--- src/rtl/irqlvl_pkg.sv ---
package irqlvl_pkg;
  localparam int DEV_N     = 32;
  localparam int LVL_N     = 15;
  localparam int ENC_W     = 4;
  localparam int TGT_W     = 2;
  localparam int ADDR_W    = 4;
  localparam int DW        = 32;
  localparam int SOFT_LO   = 17;
  localparam int SOFT_N    = DW - SOFT_LO;
  localparam logic [DW-1:0] DIS_RESET = 32'h0FA2_007F;
  localparam logic [DW-1:0] CLR_KEEP  = 32'hFFFE_8000;

  // fixed line-to-level table; 0 means the line is unused
  function automatic logic [ENC_W-1:0] dev_level(input int idx);
    logic [ENC_W-1:0] l;
    case (idx)
      0, 7:             l = 4'd2;
      1, 8:             l = 4'd3;
      2, 9:             l = 4'd5;
      3, 10:            l = 4'd7;
      4, 11, 21:        l = 4'd9;
      5, 12, 22:        l = 4'd11;
      6, 13, 17:        l = 4'd13;
      14, 15:           l = 4'd12;
      16:               l = 4'd6;
      18:               l = 4'd4;
      19:               l = 4'd10;
      20:               l = 4'd8;
      27, 28, 29, 30:   l = 4'd15;
      default:          l = 4'd0;
    endcase
    return l;
  endfunction

  // lines whose table level is the top level
  function automatic logic [DEV_N-1:0] top_lines();
    logic [DEV_N-1:0] m;
    m = '0;
    for (int i = 0; i < DEV_N; i++)
      if (dev_level(i) == 4'(LVL_N)) m[i] = 1'b1;
    return m;
  endfunction

  // highest active level, 0 when none
  function automatic logic [ENC_W-1:0] top_level(input logic [LVL_N-1:0] v);
    logic [ENC_W-1:0] r;
    r = '0;
    for (int k = 0; k < LVL_N; k++)
      if (v[k]) r = ENC_W'(k + 1);
    return r;
  endfunction
endpackage

--- src/rtl/irq_master_regs.sv ---
module irq_master_regs
  import irqlvl_pkg::*;
(
  input  logic             clk,
  input  logic             rst_n,
  input  logic [DEV_N-1:0] dev_in,
  input  logic             mask_set_we,
  input  logic             mask_clr_we,
  input  logic             tgt_we,
  input  logic [DW-1:0]    wdata,
  output logic [DEV_N-1:0] dev_q,
  output logic [DW-1:0]    dis_q,
  output logic [TGT_W-1:0] tgt_q,
  output logic             top_rise,
  output logic             top_fall
);
  localparam logic [DEV_N-1:0] TOP_M = top_lines();

  assign top_rise = |(dev_in & ~dev_q & TOP_M);
  assign top_fall = |(~dev_in & dev_q & TOP_M);

  always_ff @(posedge clk or negedge rst_n) begin
    if (!rst_n) begin
      dev_q <= '0;
      dis_q <= DIS_RESET;
      tgt_q <= '0;
    end else begin
      dev_q <= dev_in;
      if (mask_set_we)      dis_q <= dis_q | wdata;
      else if (mask_clr_we) dis_q <= dis_q & ~wdata;
      if (tgt_we) tgt_q <= wdata[TGT_W-1:0];
    end
  end

  // target only moves on its own write
  a_r11_tgt_hold: assert property (@(posedge clk) disable iff (!rst_n)
    !tgt_we |=> $stable(tgt_q));
  // set-mask write makes the written bits disable bits
  a_r3_mask_set: assert property (@(posedge clk) disable iff (!rst_n)
    mask_set_we |=> ((dis_q & $past(wdata)) == $past(wdata)));
endmodule

--- src/rtl/irq_lvl_decode.sv ---
module irq_lvl_decode
  import irqlvl_pkg::*;
(
  input  logic [DEV_N-1:0] lines,
  output logic [LVL_N-1:0] lvls
);
  logic [LVL_N-1:0] contrib [DEV_N];

  for (genvar i = 0; i < DEV_N; i++) begin : g_line
    localparam logic [ENC_W-1:0] LV = dev_level(i);
    if (LV != 0) begin : g_used
      assign contrib[i] = lines[i] ? (LVL_N'(1) << (LV - 1)) : '0;
    end else begin : g_unused
      assign contrib[i] = '0;
    end
  end

  always_comb begin
    lvls = '0;
    for (int i = 0; i < DEV_N; i++) lvls = lvls | contrib[i];
  end
endmodule

--- src/rtl/irq_cpu_slice.sv ---
module irq_cpu_slice
  import irqlvl_pkg::*;
(
  input  logic              clk,
  input  logic              rst_n,
  input  logic              timer_in,
  input  logic              top_rise,
  input  logic              top_fall,
  input  logic              clr_we,
  input  logic              set_we,
  input  logic [SOFT_N-1:0] w_soft,
  input  logic              w_top,
  input  logic              is_target,
  input  logic [LVL_N-1:0]  route_lvls,
  input  logic [LVL_N-1:0]  disp_lvls,
  output logic [LVL_N-1:0]  lvl_vec,
  output logic [ENC_W-1:0]  lvl_enc,
  output logic [DW-1:0]     pend_rd
);
  logic [SOFT_N-1:0] soft_q;
  logic              top_q;
  logic              tmr_q;
  logic [LVL_N-1:0]  dev_part;
  logic [LVL_N-1:0]  disp_part;

  always_ff @(posedge clk or negedge rst_n) begin
    if (!rst_n) begin
      soft_q <= '0;
      top_q  <= 1'b0;
      tmr_q  <= 1'b0;
    end else begin
      tmr_q <= timer_in;
      if (top_rise)              top_q <= 1'b1;
      else if (top_fall)         top_q <= 1'b0;
      else if (clr_we && w_top)  top_q <= 1'b0;
      if (set_we)      soft_q <= soft_q | w_soft;
      else if (clr_we) soft_q <= soft_q & ~w_soft;
    end
  end

  assign dev_part  = is_target ? route_lvls : '0;
  assign disp_part = is_target ? disp_lvls  : '0;
  assign lvl_vec   = dev_part | soft_q | {top_q, tmr_q, {(LVL_N-2){1'b0}}};
  assign lvl_enc   = top_level(lvl_vec);
  assign pend_rd   = {soft_q, 1'b0, top_q | disp_part[14], tmr_q | disp_part[13],
                      disp_part[12:0], 1'b0};

  // timer shows as level 14 after one edge
  a_r5_timer_lvl: assert property (@(posedge clk) disable iff (!rst_n)
    timer_in |=> lvl_vec[13]);
  // broadcast rise reaches this CPU
  a_r4_top_rise: assert property (@(posedge clk) disable iff (!rst_n)
    top_rise |=> lvl_vec[14]);
  // fall without rise drops the local flag
  a_r4_top_fall: assert property (@(posedge clk) disable iff (!rst_n)
    (top_fall && !top_rise) |=> !pend_rd[15] || is_target);
  // local clear of the flag works when no rise competes
  a_r7_top_clear: assert property (@(posedge clk) disable iff (!rst_n)
    (clr_we && w_top && !top_rise) |=> (!pend_rd[15] || is_target));
  // encoder zero and top
  a_r10_enc_zero: assert property (@(posedge clk) disable iff (!rst_n)
    (lvl_vec == '0) |-> (lvl_enc == '0));
  a_r10_enc_top: assert property (@(posedge clk) disable iff (!rst_n)
    (lvl_enc != '0) |-> (lvl_vec[lvl_enc - 4'd1] && ((lvl_vec >> lvl_enc) == '0)));
endmodule

--- src/rtl/mp_irq_level_ctrl.sv ---
module mp_irq_level_ctrl
  import irqlvl_pkg::*;
#(
  parameter int NUM_CPU = 4
) (
  input  logic                     clk,
  input  logic                     rst_n,
  input  logic [DEV_N-1:0]         dev_irq,
  input  logic [NUM_CPU-1:0]       cpu_timer,
  input  logic                     reg_we,
  input  logic [ADDR_W-1:0]        reg_addr,
  input  logic [DW-1:0]            reg_wdata,
  output logic [DW-1:0]            reg_rdata,
  output logic [LVL_N*NUM_CPU-1:0] cpu_lvl_vec,
  output logic [ENC_W*NUM_CPU-1:0] cpu_lvl_enc
);
  logic [DEV_N-1:0] dev_q;
  logic [DW-1:0]    dis_q;
  logic [TGT_W-1:0] tgt_q;
  logic             top_rise, top_fall;
  logic [DEV_N-1:0] route_lines;
  logic [LVL_N-1:0] route_lvls, disp_lvls;
  logic [DW-1:0]    pend_rd [NUM_CPU];
  logic             cpu_space;
  logic [TGT_W-1:0] sel_cpu;

  assign cpu_space = reg_addr[ADDR_W-1];
  assign sel_cpu   = reg_addr[TGT_W:1];

  irq_master_regs u_master (
    .clk(clk), .rst_n(rst_n), .dev_in(dev_irq),
    .mask_set_we(reg_we && reg_addr == 4'd1),
    .mask_clr_we(reg_we && reg_addr == 4'd2),
    .tgt_we(reg_we && reg_addr == 4'd3),
    .wdata(reg_wdata),
    .dev_q(dev_q), .dis_q(dis_q), .tgt_q(tgt_q),
    .top_rise(top_rise), .top_fall(top_fall)
  );

  assign route_lines = dev_q & ~dis_q & {DEV_N{~dis_q[DW-1]}};

  irq_lvl_decode u_route (.lines(route_lines), .lvls(route_lvls));
  irq_lvl_decode u_disp  (.lines(dev_q),       .lvls(disp_lvls));

  for (genvar c = 0; c < NUM_CPU; c++) begin : g_cpu
    logic hit;
    assign hit = reg_we && cpu_space && (sel_cpu == TGT_W'(c));
    irq_cpu_slice u_slice (
      .clk(clk), .rst_n(rst_n),
      .timer_in(cpu_timer[c]),
      .top_rise(top_rise), .top_fall(top_fall),
      .clr_we(hit && !reg_addr[0]),
      .set_we(hit && reg_addr[0]),
      .w_soft(reg_wdata[DW-1:SOFT_LO]),
      .w_top(reg_wdata[LVL_N]),
      .is_target(tgt_q == TGT_W'(c)),
      .route_lvls(route_lvls), .disp_lvls(disp_lvls),
      .lvl_vec(cpu_lvl_vec[c*LVL_N +: LVL_N]),
      .lvl_enc(cpu_lvl_enc[c*ENC_W +: ENC_W]),
      .pend_rd(pend_rd[c])
    );
  end

  always_comb begin
    reg_rdata = '0;
    if (cpu_space) begin
      for (int c = 0; c < NUM_CPU; c++)
        if (sel_cpu == TGT_W'(c)) reg_rdata = pend_rd[c];
    end else begin
      case (reg_addr[2:0])
        3'd0, 3'd1, 3'd2: reg_rdata = dis_q;
        3'd3:             reg_rdata = DW'(tgt_q);
        3'd4:             reg_rdata = dev_q;
        default:          reg_rdata = '0;
      endcase
    end
  end

  // unused lines never reach the decoded levels
  a_r2_unused_quiet: assert property (@(posedge clk) disable iff (!rst_n)
    ((dev_q & 32'h8780_0000) == dev_q) |-> (route_lvls == '0 && disp_lvls == '0));
  // global disable blocks all device levels
  a_r3_global_off: assert property (@(posedge clk) disable iff (!rst_n)
    dis_q[DW-1] |-> (route_lvls == '0));
endmodule

--- config.mk ---
export PLATFORM = sky130hd
export DESIGN_NAME = mp_irq_level_ctrl
export DESIGN_NICKNAME = d
export VERILOG_FILES = /design/src/rtl/irqlvl_pkg.sv /design/src/rtl/irq_master_regs.sv /design/src/rtl/irq_lvl_decode.sv /design/src/rtl/irq_cpu_slice.sv /design/src/rtl/mp_irq_level_ctrl.sv
export SDC_FILE = /design/constraint.sdc
export NUM_CORES = 1
export LEC_CHECK = 0
export BUFFER_PORTS_ARGS = -buffer_cell sky130_fd_sc_hd__buf_2
export CORE_ASPECT_RATIO = 1.4
export CORE_MARGIN = 2
export CORE_UTILIZATION = 55
export CTS_CLUSTER_DIAMETER = 100
export CTS_CLUSTER_SIZE = 14
export DETAILED_ROUTE_END_ITERATION = 12
export GPL_ROUTABILITY_DRIVEN = 0
export GPL_TIMING_DRIVEN = 0
export PLACE_DENSITY = 0.82
export SYNTH_ARGS = -nofsm -noshare
export SYNTH_HDL_FRONTEND = slang
export SYNTH_SLANG_ARGS = --single-unit
--- constraint.sdc ---
create_clock -name clk -period 5.5 [get_ports clk]
set_clock_uncertainty 0.1 [all_clocks]
set_input_delay 0.825 -clock clk [delete_from_list [all_inputs] [get_ports clk]]
set_output_delay 0.825 -clock clk [all_outputs]
set_load 0.03 [all_outputs]
# == After elaboration in Yosys (flattened, before gate mapping) ==
# Cells that the tools add are included.
# op_classes
reduce_logical,36
n_bitwise,88
eq_ne,13
n_mux,150
# ops
cell,n
$or A15 B15 Y15,64
$mux W15,24
$mux W32,7
$mux W4,34
$and A31 B31 Y31,4
$pmux W32 S3,1
$not A31 Y31,3
$mux W13,6
$mux W11,6
$and A15 B15 Y15,4
$mux W3,20
$mux W9,6
$mux W12,4
$and A32 B32 Y32,1
$not A32 Y32,1
$or A32 B32 Y32,1
$mux W7,4
$mux W2,12
$logic_and A1 B1 Y1,20
$mux W10,2
$mux W5,4
$mux W1,16
$mux W8,2
$not A15 Y15,1
17 further kinds,40
# word_totals
register_bits,134
inputBits,75
elab_cells,302

# == Longest topological paths before layout ==
# depth
word_depth,48
depth_mapped,8
depth_no_buf,7

# == Hierarchy ==
# From an unflattened synthesis, not the netlist that was laid out.
# hier_totals
cells_unflattened,916
area_unflattened_um2,8747.1
# modules_own_cells
module,instances,area_per_inst_um2,cells_per_inst,seq_area_each_um2
irq_cpu_slice,4,1113.6,128,425.4
irq_master_regs,1,2202.1,147,1669.1
mp_irq_level_ctrl,1,1878.1,225,0.0
irq_lvl_decode,2,106.4,16,0.0

# == Worst setup path after synthesis ==
# Ideal clock, no wire load.
# synth_path
kind,input -> output
from,in reg_addr[1]
to,out reg_rdata[14]
t_arrival_ns,2.424
n_path_buf,2
slack_ns,2.151
path_stages,5
t_required_ns,4.575
path_cell_list,buf_2 nor3b_1 clkbuf_1 a22oi_1 o21ai_0
# synth_via
elab_chain_cells,6
elab_cells_between_ends,16
# synth_rtl
item,line_no,source
"start, declared",mp_irq_level_ctrl.sv:11,"input logic [ADDR_W-1:0] reg_addr,"
$logic_not A2 Y1,mp_irq_level_ctrl.sv:68,if (sel_cpu == TGT_W'(c)) reg_rdata = pend_rd[c];
$mux W32 (4 in series),mp_irq_level_ctrl.sv:68,
$mux W32 (*),mp_irq_level_ctrl.sv:66,if (cpu_space) begin
"end, declared",mp_irq_level_ctrl.sv:13,"output logic [DW-1:0] reg_rdata,"
# Mark *: on every way between the ends. The rest lies on a longest branch, timed or not.

==> flow_summary.yaml <==
run_status:
  status: "complete, no violations"
clock_network:
  clock_tree.root_cell: "clkbuf_16"
  clk_latency_ns: 0.42
  post-cts-setup-buffers: 0
  numCtsBuffers: 17
  ctsResizeCount: 0
  clkTransAtPathRegs_ns: 0.06
  cts_sinks: 134
  holdBufCountCts: 0
  tritoncts: "yes"
  clock_path_buffers: 2
  h-tree-depth: 4
critical_path:
  reg2reg_depth: 5
  reg2reg_from: "u_master.dev_q[27]"
  cpMostUsedCell: "o31ai_1"
  slowest_delay_ns: 0.72
  crit_chain: "o22ai_2 > nor3_1 > o31ai_1 > a2111oi_0 > o31ai_1 > buf_2"
  cp_data_arrival_time_ns: 3.01
  rrSetupSlack_ns: 3.96
  crit_type: "register to output port"
  worst_path_max_delay_cell: "a2111oi_0"
  cp_max_fo: 9
  worstSetupStartpointType: "register"
  required_ns: 4.58
  r2r-end: "g_cpu[3].u_slice.top_q"
  critPathCaptureType: "output port"
floorplan:
  chipWidth_um: 103.1
  design.core.area_mm2: 0.01339
  die_area_mm2: 0.01472
  initial_core_util: 0.5650
  dieHeight_um: 142.8
  rows: 50
  num_io_pins: 183
global_routing:
  grt_max_degree: 90
  grt_pass1_wl_um: 41170
  antenna_found_initial: 0
  grt_use_total: 0.3742
  grt_pass1_vias: 7560
  grt_overflow_total: 0
final_layout:
  fillers: 1075
  antenna_cells: 0
  seq_area_mm2: 0.003371
  multiInputGateArea_mm2: 0.003801
  area_growth_pct: 23.16
  layout-drive-gt1-share: 0.3558
  nNetsFinal: 1041
  final_common_cell: "buf_2"
  mostFrequentLayoutCells: "196 x buf_2, 127 x nand2_1, 120 x dfrtp_1"
  stdcell_area_mm2: 0.009315
logic_synthesis:
  netlist_area_mm2: 0.007564
  synth-edff-count: 0
  synthDistinctLibCells: 62
  ys_seq_elements: 134
  synthArstFlopShare: 1.000
  synth_nets: 840
  synth_seq_area_share: 0.4457
  avgSynthCellArea_um2: 9.887
  synthCells: 765
  synthFlopType: "dfrtp_1"
  yosysWarningCount: 0
power_and_ir_drop:
  cellPowerDensity_mw_per_mm2: 426.9
  finalPower_w: 0.003976
  peakVddDrop_mv: 0.2604
  leakage_nw: 4.297
timing:
  max_slew_margin: 0.3714
  timing.hold.ws_ns: 0.2362
  rsz0062_at_grt: "no"
  setup_viol: 0
  finalSetupTns_ns: 0
  worstMarginPinSlew_ns: 0.9429
  fin_crit_ns: 3.940
  period_share: 0.7164
  hold_viol: 0
  maxSlewViolCount: 0
  fmax_ghz: 0.2538
placed_design:
  dpl-instance-area_mm2: 0.008731
  post-dp-hpwl_um: 20150
  portBuffers: 181
route:
  drt.antenna.violating_nets: 0
  wire_per_inst_um: 23.20
  drtIter0Drc: 897
  vias: 7570
  drc: 0
  wl_um: 26910
  drt_first_pass_iters: 6
  routed_via_density: 6.526
worst_hold_path:
  hold_path.class: "input pin to async pin"
run:
  cap_violations: 0
[where the power goes]
part           switching (W)  total (W)  leakage, nW  internal [W]
Combinational       0.000968    0.00149         2.43      0.000519
Clock               0.000444    0.00114        0.268      0.000691
Sequential          0.000175    0.00135         1.60       0.00118
Total                0.00159    0.00398         4.30       0.00239
[cells in the mapped netlist (4+ instances only)]
cell         n  area (um2)
inv_1       42       157.7
a22o_1      32       280.3
nand3_1     10       50.05
mux2_1       4       45.04
mux4_2      16       360.4
a211o_1      5       43.79
a2111oi_0    4       35.03
nor2b_1      9       56.30
nand4_1      4       25.02
a22oi_1     30       225.2
a211oi_1     4       30.03
nor3_1      10       50.05
buf_4        6       45.04
o22ai_1     16       100.1
a21oi_1     31       155.2
dfrtp_1    120        3003
nand2b_1    13       81.33
nor2_1      39       146.4
nand2_1    127       476.7
o21ai_0     34       170.2
a21o_1      21       157.7
dfstp_2     14       367.9
clkbuf_1    21       78.83
o311ai_1     4       35.03
or2_2        4       25.02
buf_2       16       80.08
mux2_2      58       653.1
o31ai_1     10       75.07
a221oi_1     5       43.79
[through the flow]
step | std cells | setup WS (ns) | utilization
2_1_floorplan | 765 | 2.151 | -
3_3_place_gp | 1128 | 1.687 | 0.6496
3_5_place_dp | 1129 | 1.811 | 0.6522
4_1_cts | 1160 | 1.647 | 0.6958
5_1_grt | 1160 | 1.492 | 0.6958
6_report | 1160 | 1.560 | 0.6958
[routing by layer]
layer  vias to the layer above  track usage  wire, um
li1                       3175            -         -
met1                      3599       0.4605      9313
met2                       641       0.5875     12540
met3                       155      0.08517      3187
met4                         0       0.2368      1866
met5                         -            0         0
[kinds of logic (layout without fill, tap and decap cells)]
logic type      after synthesis  after routing  synth area share
compound gates              223            223            0.2116
simple gates                237            237            0.1462
xor+xnor                      3              3          0.003475
mux                          79             79            0.1413
flops                       134            134            0.4457
buf+inv                      89            302           0.05178
[worst max-delay path by stage]
| stage | start | to | slack, ns | cells past startpoint |
|---|---|---|---|---|
| 3_5_place_dp | reg_addr[1] | reg_rdata[26] | 1.81 | 7 |
| 3_3_place_gp | rst_n | u_master.dev_q[4] | 1.69 | 1 |
| 4_1_cts | u_master.tgt_q[0] | cpu_lvl_enc[8] | 1.65 | 8 |
| 5_1_grt | u_master.tgt_q[0] | cpu_lvl_enc[8] | 1.49 | 8 |
| 6_report | register | cpu_lvl_enc[13] | 1.56 | 6 |
| 2_1_floorplan | reg_addr[1] | reg_rdata[14] | 2.15 | 5 |
[final cells by class]
| cell class | count | area share |
|---|---|---|
| multi-input combinational | 542 | 0.4081 |
| buffer | 47 | 0.02512 |
| sequential | 134 | 0.3619 |
| clock inverter | 10 | 0.01330 |
| clock buffer | 21 | 0.04943 |
| inverter | 42 | 0.01692 |
| timing repair buffer | 182 | 0.1009 |
| tap | 182 | 0.02445 |
[worst max-delay path: cells and delay by family (launching register included)]
family          cells  cell delay, ns
buf+inv             1            0.21
compound gates      4            1.27
flops               1            0.56
simple gates        1            0.56
No activity file was read; power rests on OpenSTA's default activity.
